`src/rtl/edge_wake_pkg.sv`:
```
package edge_wake_pkg;

    typedef enum logic [1:0] {
        REG_EN   = 2'd0,
        REG_EDGE = 2'd1,
        REG_PEND = 2'd2,
        REG_NONE = 2'd3
    } wk_reg_e;

    typedef enum logic [1:0] {
        OP_BYTE = 2'd0,
        OP_SET  = 2'd1,
        OP_CLR  = 2'd2,
        OP_NONE = 2'd3
    } wk_op_e;

    typedef enum logic [1:0] {
        ST_WARMUP = 2'd0,
        ST_LOW    = 2'd1,
        ST_HIGH   = 2'd2
    } trk_state_e;

endpackage

```
`src/rtl/wake_sync.sv`:
```
module wake_sync #(
    parameter int WIDTH  = 8,
    parameter int STAGES = 2
) (
    input  logic             clk,
    input  logic             rst_n,
    input  logic [WIDTH-1:0] d_i,
    output logic [WIDTH-1:0] q_o
);
    logic [WIDTH-1:0] chain_q [STAGES];

    always_ff @(posedge clk or negedge rst_n) begin
        if (!rst_n) chain_q[0] <= '0;
        else        chain_q[0] <= d_i;
    end

    for (genvar s = 1; s < STAGES; s++) begin : g_stage
        always_ff @(posedge clk or negedge rst_n) begin
            if (!rst_n) chain_q[s] <= '0;
            else        chain_q[s] <= chain_q[s-1];
        end
    end

    assign q_o = chain_q[STAGES-1];
endmodule

```
`src/rtl/edge_track.sv`:
```
module edge_track
    import edge_wake_pkg::*;
(
    input  logic clk,
    input  logic rst_n,
    input  logic arm_i,
    input  logic level_i,
    output logic event_o
);
    trk_state_e state_q, state_d;

    always_ff @(posedge clk or negedge rst_n) begin
        if (!rst_n) state_q <= ST_WARMUP;
        else        state_q <= state_d;
    end

    always_comb begin
        state_d = state_q;
        event_o = 1'b0;
        unique case (state_q)
            ST_WARMUP: begin
                if (arm_i) state_d = level_i ? ST_HIGH : ST_LOW;
            end
            ST_LOW: begin
                if (level_i) begin
                    state_d = ST_HIGH;
                    event_o = 1'b1;
                end
            end
            ST_HIGH: begin
                if (!level_i) state_d = ST_LOW;
            end
            default: state_d = ST_WARMUP;
        endcase
    end

    // after arming the tracker never goes back to warmup
    assert_no_rewarm_R9: assert property (@(posedge clk) disable iff (!rst_n)
        (state_q != ST_WARMUP) |=> (state_q != ST_WARMUP));
endmodule

```
`src/rtl/wake_regs.sv`:
```
module wake_regs
    import edge_wake_pkg::*;
#(
    parameter int NUM_PINS = 8,
    localparam int BIT_W   = $clog2(NUM_PINS)
) (
    input  logic                clk,
    input  logic                rst_n,
    input  logic                wr_en_i,
    input  wk_reg_e             wr_reg_i,
    input  wk_op_e              wr_op_i,
    input  logic [BIT_W-1:0]    wr_bit_i,
    input  logic [NUM_PINS-1:0] wr_data_i,
    input  logic [NUM_PINS-1:0] hw_set_i,
    output logic [NUM_PINS-1:0] en_o,
    output logic [NUM_PINS-1:0] sel_o,
    output logic [NUM_PINS-1:0] pend_o
);
    logic [NUM_PINS-1:0] en_q, sel_q, pend_q;
    logic [NUM_PINS-1:0] en_d, sel_d, pend_d, bit_mask;

    function automatic logic [NUM_PINS-1:0] ctl_update(
        input logic [NUM_PINS-1:0] cur, input wk_op_e op,
        input logic [NUM_PINS-1:0] mask, input logic [NUM_PINS-1:0] data);
        unique case (op)
            OP_BYTE: return data;
            OP_SET:  return cur | mask;
            OP_CLR:  return cur & ~mask;
            default: return cur;
        endcase
    endfunction

    always_comb begin
        bit_mask = NUM_PINS'(1) << wr_bit_i;
        en_d     = en_q;
        sel_d    = sel_q;
        pend_d   = pend_q;
        if (wr_en_i && wr_reg_i == REG_EN)   en_d  = ctl_update(en_q, wr_op_i, bit_mask, wr_data_i);
        if (wr_en_i && wr_reg_i == REG_EDGE) sel_d = ctl_update(sel_q, wr_op_i, bit_mask, wr_data_i);
        if (wr_en_i && wr_reg_i == REG_PEND) begin
            if (wr_op_i == OP_BYTE)     pend_d = pend_q & wr_data_i;
            else if (wr_op_i == OP_CLR) pend_d = pend_q & ~bit_mask;
        end
        pend_d = pend_d | hw_set_i;
    end

    always_ff @(posedge clk or negedge rst_n) begin
        if (!rst_n) begin
            en_q   <= '0;
            sel_q  <= '0;
            pend_q <= '0;
        end else begin
            en_q   <= en_d;
            sel_q  <= sel_d;
            pend_q <= pend_d;
        end
    end

    assign en_o   = en_q;
    assign sel_o  = sel_q;
    assign pend_o = pend_q;

    assert_en_byte_R2: assert property (@(posedge clk) disable iff (!rst_n)
        (wr_en_i && wr_reg_i == REG_EN && wr_op_i == OP_BYTE) |=> (en_q == $past(wr_data_i)));

    assert_sw_cannot_set_R6: assert property (@(posedge clk) disable iff (!rst_n)
        (hw_set_i == '0) |=> ((pend_q & ~$past(pend_q)) == '0));

    assert_set_wins_R7: assert property (@(posedge clk) disable iff (!rst_n)
        (hw_set_i != '0) |=> ((pend_q & $past(hw_set_i)) == $past(hw_set_i)));

    assert_reserved_ignored_R10: assert property (@(posedge clk) disable iff (!rst_n)
        (wr_en_i && (wr_reg_i == REG_NONE || wr_op_i == OP_NONE))
            |=> ($stable(en_q) && $stable(sel_q)));
endmodule

```
`src/rtl/edge_wake_ctrl.sv`:
```
module edge_wake_ctrl
    import edge_wake_pkg::*;
#(
    parameter int NUM_PINS    = 8,
    parameter int SYNC_STAGES = 2,
    localparam int BIT_W      = $clog2(NUM_PINS),
    localparam int CNT_W      = $clog2(SYNC_STAGES + 1)
) (
    input  logic                clk,
    input  logic                rst_n,
    input  logic [NUM_PINS-1:0] pin_i,
    input  logic                wr_en_i,
    input  logic [1:0]          wr_reg_i,
    input  logic [1:0]          wr_op_i,
    input  logic [BIT_W-1:0]    wr_bit_i,
    input  logic [NUM_PINS-1:0] wr_data_i,
    input  logic [1:0]          rd_reg_i,
    output logic [NUM_PINS-1:0] rd_data_o,
    output logic                wake_o
);
    logic [NUM_PINS-1:0] pin_sync, polar, events;
    logic [NUM_PINS-1:0] en, sel, pend;
    logic [CNT_W-1:0]    warm_cnt_q;
    logic                arm;

    wake_sync #(.WIDTH(NUM_PINS), .STAGES(SYNC_STAGES)) u_sync (
        .clk(clk), .rst_n(rst_n), .d_i(pin_i), .q_o(pin_sync)
    );

    always_ff @(posedge clk or negedge rst_n) begin
        if (!rst_n)     warm_cnt_q <= '0;
        else if (!arm)  warm_cnt_q <= warm_cnt_q + 1'b1;
    end
    assign arm   = (warm_cnt_q == CNT_W'(SYNC_STAGES));
    assign polar = pin_sync ^ sel;

    for (genvar p = 0; p < NUM_PINS; p++) begin : g_pin
        edge_track u_track (
            .clk(clk), .rst_n(rst_n), .arm_i(arm),
            .level_i(polar[p]), .event_o(events[p])
        );
    end

    wake_regs #(.NUM_PINS(NUM_PINS)) u_regs (
        .clk(clk), .rst_n(rst_n), .wr_en_i(wr_en_i),
        .wr_reg_i(wk_reg_e'(wr_reg_i)), .wr_op_i(wk_op_e'(wr_op_i)),
        .wr_bit_i(wr_bit_i), .wr_data_i(wr_data_i), .hw_set_i(events),
        .en_o(en), .sel_o(sel), .pend_o(pend)
    );

    always_comb begin
        unique case (wk_reg_e'(rd_reg_i))
            REG_EN:   rd_data_o = en;
            REG_EDGE: rd_data_o = sel;
            REG_PEND: rd_data_o = pend;
            default:  rd_data_o = '0;
        endcase
    end

    assign wake_o = |(pend & en);

    assert_warmup_quiet_R9: assert property (@(posedge clk) disable iff (!rst_n)
        (!arm) |-> (events == '0));

    assert_wake_needs_enable_R5: assert property (@(posedge clk) disable iff (!rst_n)
        wake_o |-> (en != '0 && pend != '0));

    assert_pend_latched_R4: assert property (@(posedge clk) disable iff (!rst_n)
        (events != '0) |=> ((pend & $past(events)) != '0));
endmodule

```
`config.mk`:
```
export PLATFORM = sky130hd
export DESIGN_NAME = edge_wake_ctrl
export DESIGN_NICKNAME = d
export VERILOG_FILES = /design/src/rtl/edge_wake_pkg.sv /design/src/rtl/wake_sync.sv /design/src/rtl/edge_track.sv /design/src/rtl/wake_regs.sv /design/src/rtl/edge_wake_ctrl.sv
export SDC_FILE = /design/constraint.sdc
export NUM_CORES = 1
export LEC_CHECK = 0
export BUFFER_PORTS_ARGS = -buffer_cell sky130_fd_sc_hd__clkbuf_2
export CAP_MARGIN = 20
export CORE_MARGIN = 3
export CORE_UTILIZATION = 39
export CTS_CLUSTER_DIAMETER = 80
export DETAILED_ROUTE_END_ITERATION = 6
export SLEW_MARGIN = 15
export SYNTH_ARGS = -nofsm -noshare
export SYNTH_HDL_FRONTEND = slang
export SYNTH_SLANG_ARGS = --single-unit
```
`constraint.sdc`:
```
create_clock -name clk -period 3.3 [get_ports clk]
set_clock_uncertainty 0.05 [all_clocks]
set_input_delay 0.165 -clock clk [delete_from_list [all_inputs] [get_ports clk]]
set_output_delay 0.165 -clock clk [all_outputs]
set_load 0.005 [all_outputs]
```
==> impl_metrics.tcl <==
set metrics [dict create \
    cts_tree "built" \
    period_needed_ns 1.87 \
    drv_cap 0 \
    min_path_type "primary input to flop" \
    layout-drive-gt1-share_pct 24.3 \
    die_w_um 90.6 \
    synth-async-reset-ratio_pct 100 \
    netlist_top_cells_count "dfrtp_1 (58), a21oi_1 (23), nand2_1 (17)" \
    clockBufferDepth 2 \
    initial_utilization_pct 40.6 \
    crit_required_ns 3.47 \
    rsz0062_at_grt "no" \
    num_vias 2071 \
    clockPowerShare_pct 32.5 \
    syn_area_per_cell_um2 11.0 \
    wl_per_cell_um 15.9 \
    synth_edf_count 0 \
    p_sw_share_pct 29.0 \
    syn_inst 254 \
    cts_buffers 9 \
    dpl_worst_slack_ns 1.11 \
    clk_pin_slew_ns 0.06 \
    ys_seq_area_share_pct 52.0 \
    worstMarginPinSlew_ns 0.881 \
    dp_hpwl_mm 4.34 \
    track_usage_pct 16.9 \
    finalNonFillerCells 400 \
    crit_fanout 25 \
    dieArea_um2 8210 \
    drc 0 \
    ys.flop_type "dfrtp_1" \
    clk_latency_ns 0.34 \
    routed_wl_mm 6.37 \
    setup_violations 0 \
    timing_worst_setup_path_type "primary input to flop" \
    synth_fp_nets 287 \
    switching_power_w 0.000592 \
    antenna_cells 0 \
    synth_area_leaders "dfrtp_1 (52%), o22a_1 (4.4%), a21oi_1 (4.1%)" \
    start_kind "primary input" \
    holdWs_ns 0.0831 \
    antenna_found_initial 0 \
    synth_top_area_share_pct 52.0 \
    core-area_um2 6870 \
    yosysMostFrequentCell "dfrtp_1" \
    synth.distinct_cells 37 \
    htree_levels 3 \
    row_count 30 \
    portBuffers 36 \
    relSlewSlack_pct 41.2 \
    grt_pass1_wl_mm 10.8 \
    dp_cells 375 \
    max_freq_mhz 535 \
    gp_congestion 0.800 \
    grt_start_max_net_pins 32 \
    p_leak_nw 1.45 \
    fin_crit_sh_pct 56.7 \
    area_delta_synth_final_pct 19.5 \
    io_pins 37 \
    maxSlewViolCount 0 \
    drtIter0Drc 90 \
    total_power_w 0.00204 \
    synth_seq_cells 58 \
    seq_power_share_pct 48.3 \
    combinationalPowerShare_pct 19.2 \
    critPathCaptureType "flop" \
    cts_hold_repair.buffers 9 \
    cp.arrival_ns 2.04 \
    final.setup.tns_ns 0 \
    ant_nets 0 \
    yosysWarnings 0 \
    power_density_nw_per_um2 612 \
    nets 332 \
    timing.final.ws_setup_ns 1.43 \
    synth.largest_area_cell "dfrtp_1" \
    postCtsSetupBuffers 0 \
    root_buffer "clkbuf_8" \
    viasPerCell 5.18 \
    cts.sink_count 58 \
    overflow 0 \
    status "finished clean" \
    fp.dieH_um 90.6 \
    syn_area_um2 2790 \
    p_int_w 0.00145 \
    cts_resized 0 \
    first_global_vias 2131 \
    hold_viol 0 \
    peakVddDrop_v 0.000353 \
    drt_pass1_iterations 4 \
]
[worst max-delay path, stage by stage]
cell      delay [ns]
clkbuf_2        0.10
inv_1           0.06
ha_1            0.86
mux2_2          0.42
a31o_2          0.22
o22a_1          0.21
[cell type report]
type	count	area, um^2
flip-flops and latches	58	1450
fillers	668	3530
repair buffers	47	285
inverters	13	48.8
clock inverters	5	52.6
well taps	96	120
multi-input cells	170	1230
clock buffers	11	151
[through the flow]
stage / util [%] / cell area, um^2
floorplan: - / 2790
global placement: 44.3 / 3040
detailed placement: 44.3 / 3040
CTS: 48.6 / 3340
global route: 48.6 / 3340
finish: 48.6 / 3340
[flip-flops by register name, indices dropped and copies added (netlist names)]
register,count
u_regs.sel_o,8
u_regs.en_o,8
u_sync.chain_q,8
g_pin.u_track.state_q,16
u_regs.pend_o,8
u_sync.q_o,8
warm_cnt_q,2
[path summary, 6_finish.rpt]
kind                                         from                          end  slack, ns  depth (start not counted)
worst max-delay path                   wr_op_i[1]              u_regs.sel_o[3]       1.43                          6
worst min-delay path                 wr_data_i[1]             u_regs.pend_o[1]       0.08                          3
worst max register to register      warm_cnt_q[0]  g_pin[1].u_track.state_q[0]       1.81                          5
worst min register to register  u_sync.chain_q[9]                u_sync.q_o[1]       0.30                          0
max in group asynchronous                   rst_n                u_sync.q_o[7]       1.97                          3
min in group asynchronous                   rst_n  g_pin[2].u_track.state_q[1]       0.38                          2
[power by group through the flow]
stage	Combinational [W]	Sequential [W]	Clock [W]
detailed placement	0.000385	0.000998	0
floorplan	0.000281	0.000969	0
global placement	0.000378	0.000996	0
finish	0.000391	0.000987	0.000664
global route	0.000445	0.00101	0.000727
CTS	0.000396	0.000986	0.000686
[per-layer routing]
| metal | vias up | routed length [um] | share of wire (%) | track usage [%] |
|---|---|---|---|---|
| li1 | 1023 | - | - | - |
| met1 | 990 | 2890 | 45 | 22.3 |
| met2 | 50 | 3000 | 47 | 26.7 |
| met3 | 8 | 417 | 6.5 | 5.92 |
| met4 | 0 | 67 | 1.1 | 4.21 |
| met5 | - | 0 | 0 | 0 |
[cells in the final DEF (no fill, tap or decap), types with 9 or more instances in the layout]
| cell | instances |
|---|---|
| dfrtp_1 | 58 |
| o21ai_0 | 11 |
| o22a_1 | 14 |
| nor2b_1 | 9 |
| clkbuf_2 | 36 |
| clkbuf_8 | 11 |
| dlygate4sd3_1 | 9 |
| mux2i_1 | 9 |
| a21oi_1 | 23 |
| inv_1 | 13 |
| nand2_1 | 17 |
[kinds of logic (layout without fill, tap and decap cells)]
kind of cell	after synthesis	in the layout	share of synthesized area, %
adders and majority gates	5	5	2.24
buffers and inverters	26	76	4.08
DFF	58	58	52.0
xor gates and xnor gates	9	9	2.82
muxes	16	16	6.05
AOI/OAI and AO/OA	79	79	19.9
and+or+nand+nor	61	61	12.9
Note: power is estimated with default switching activity, not from simulation.
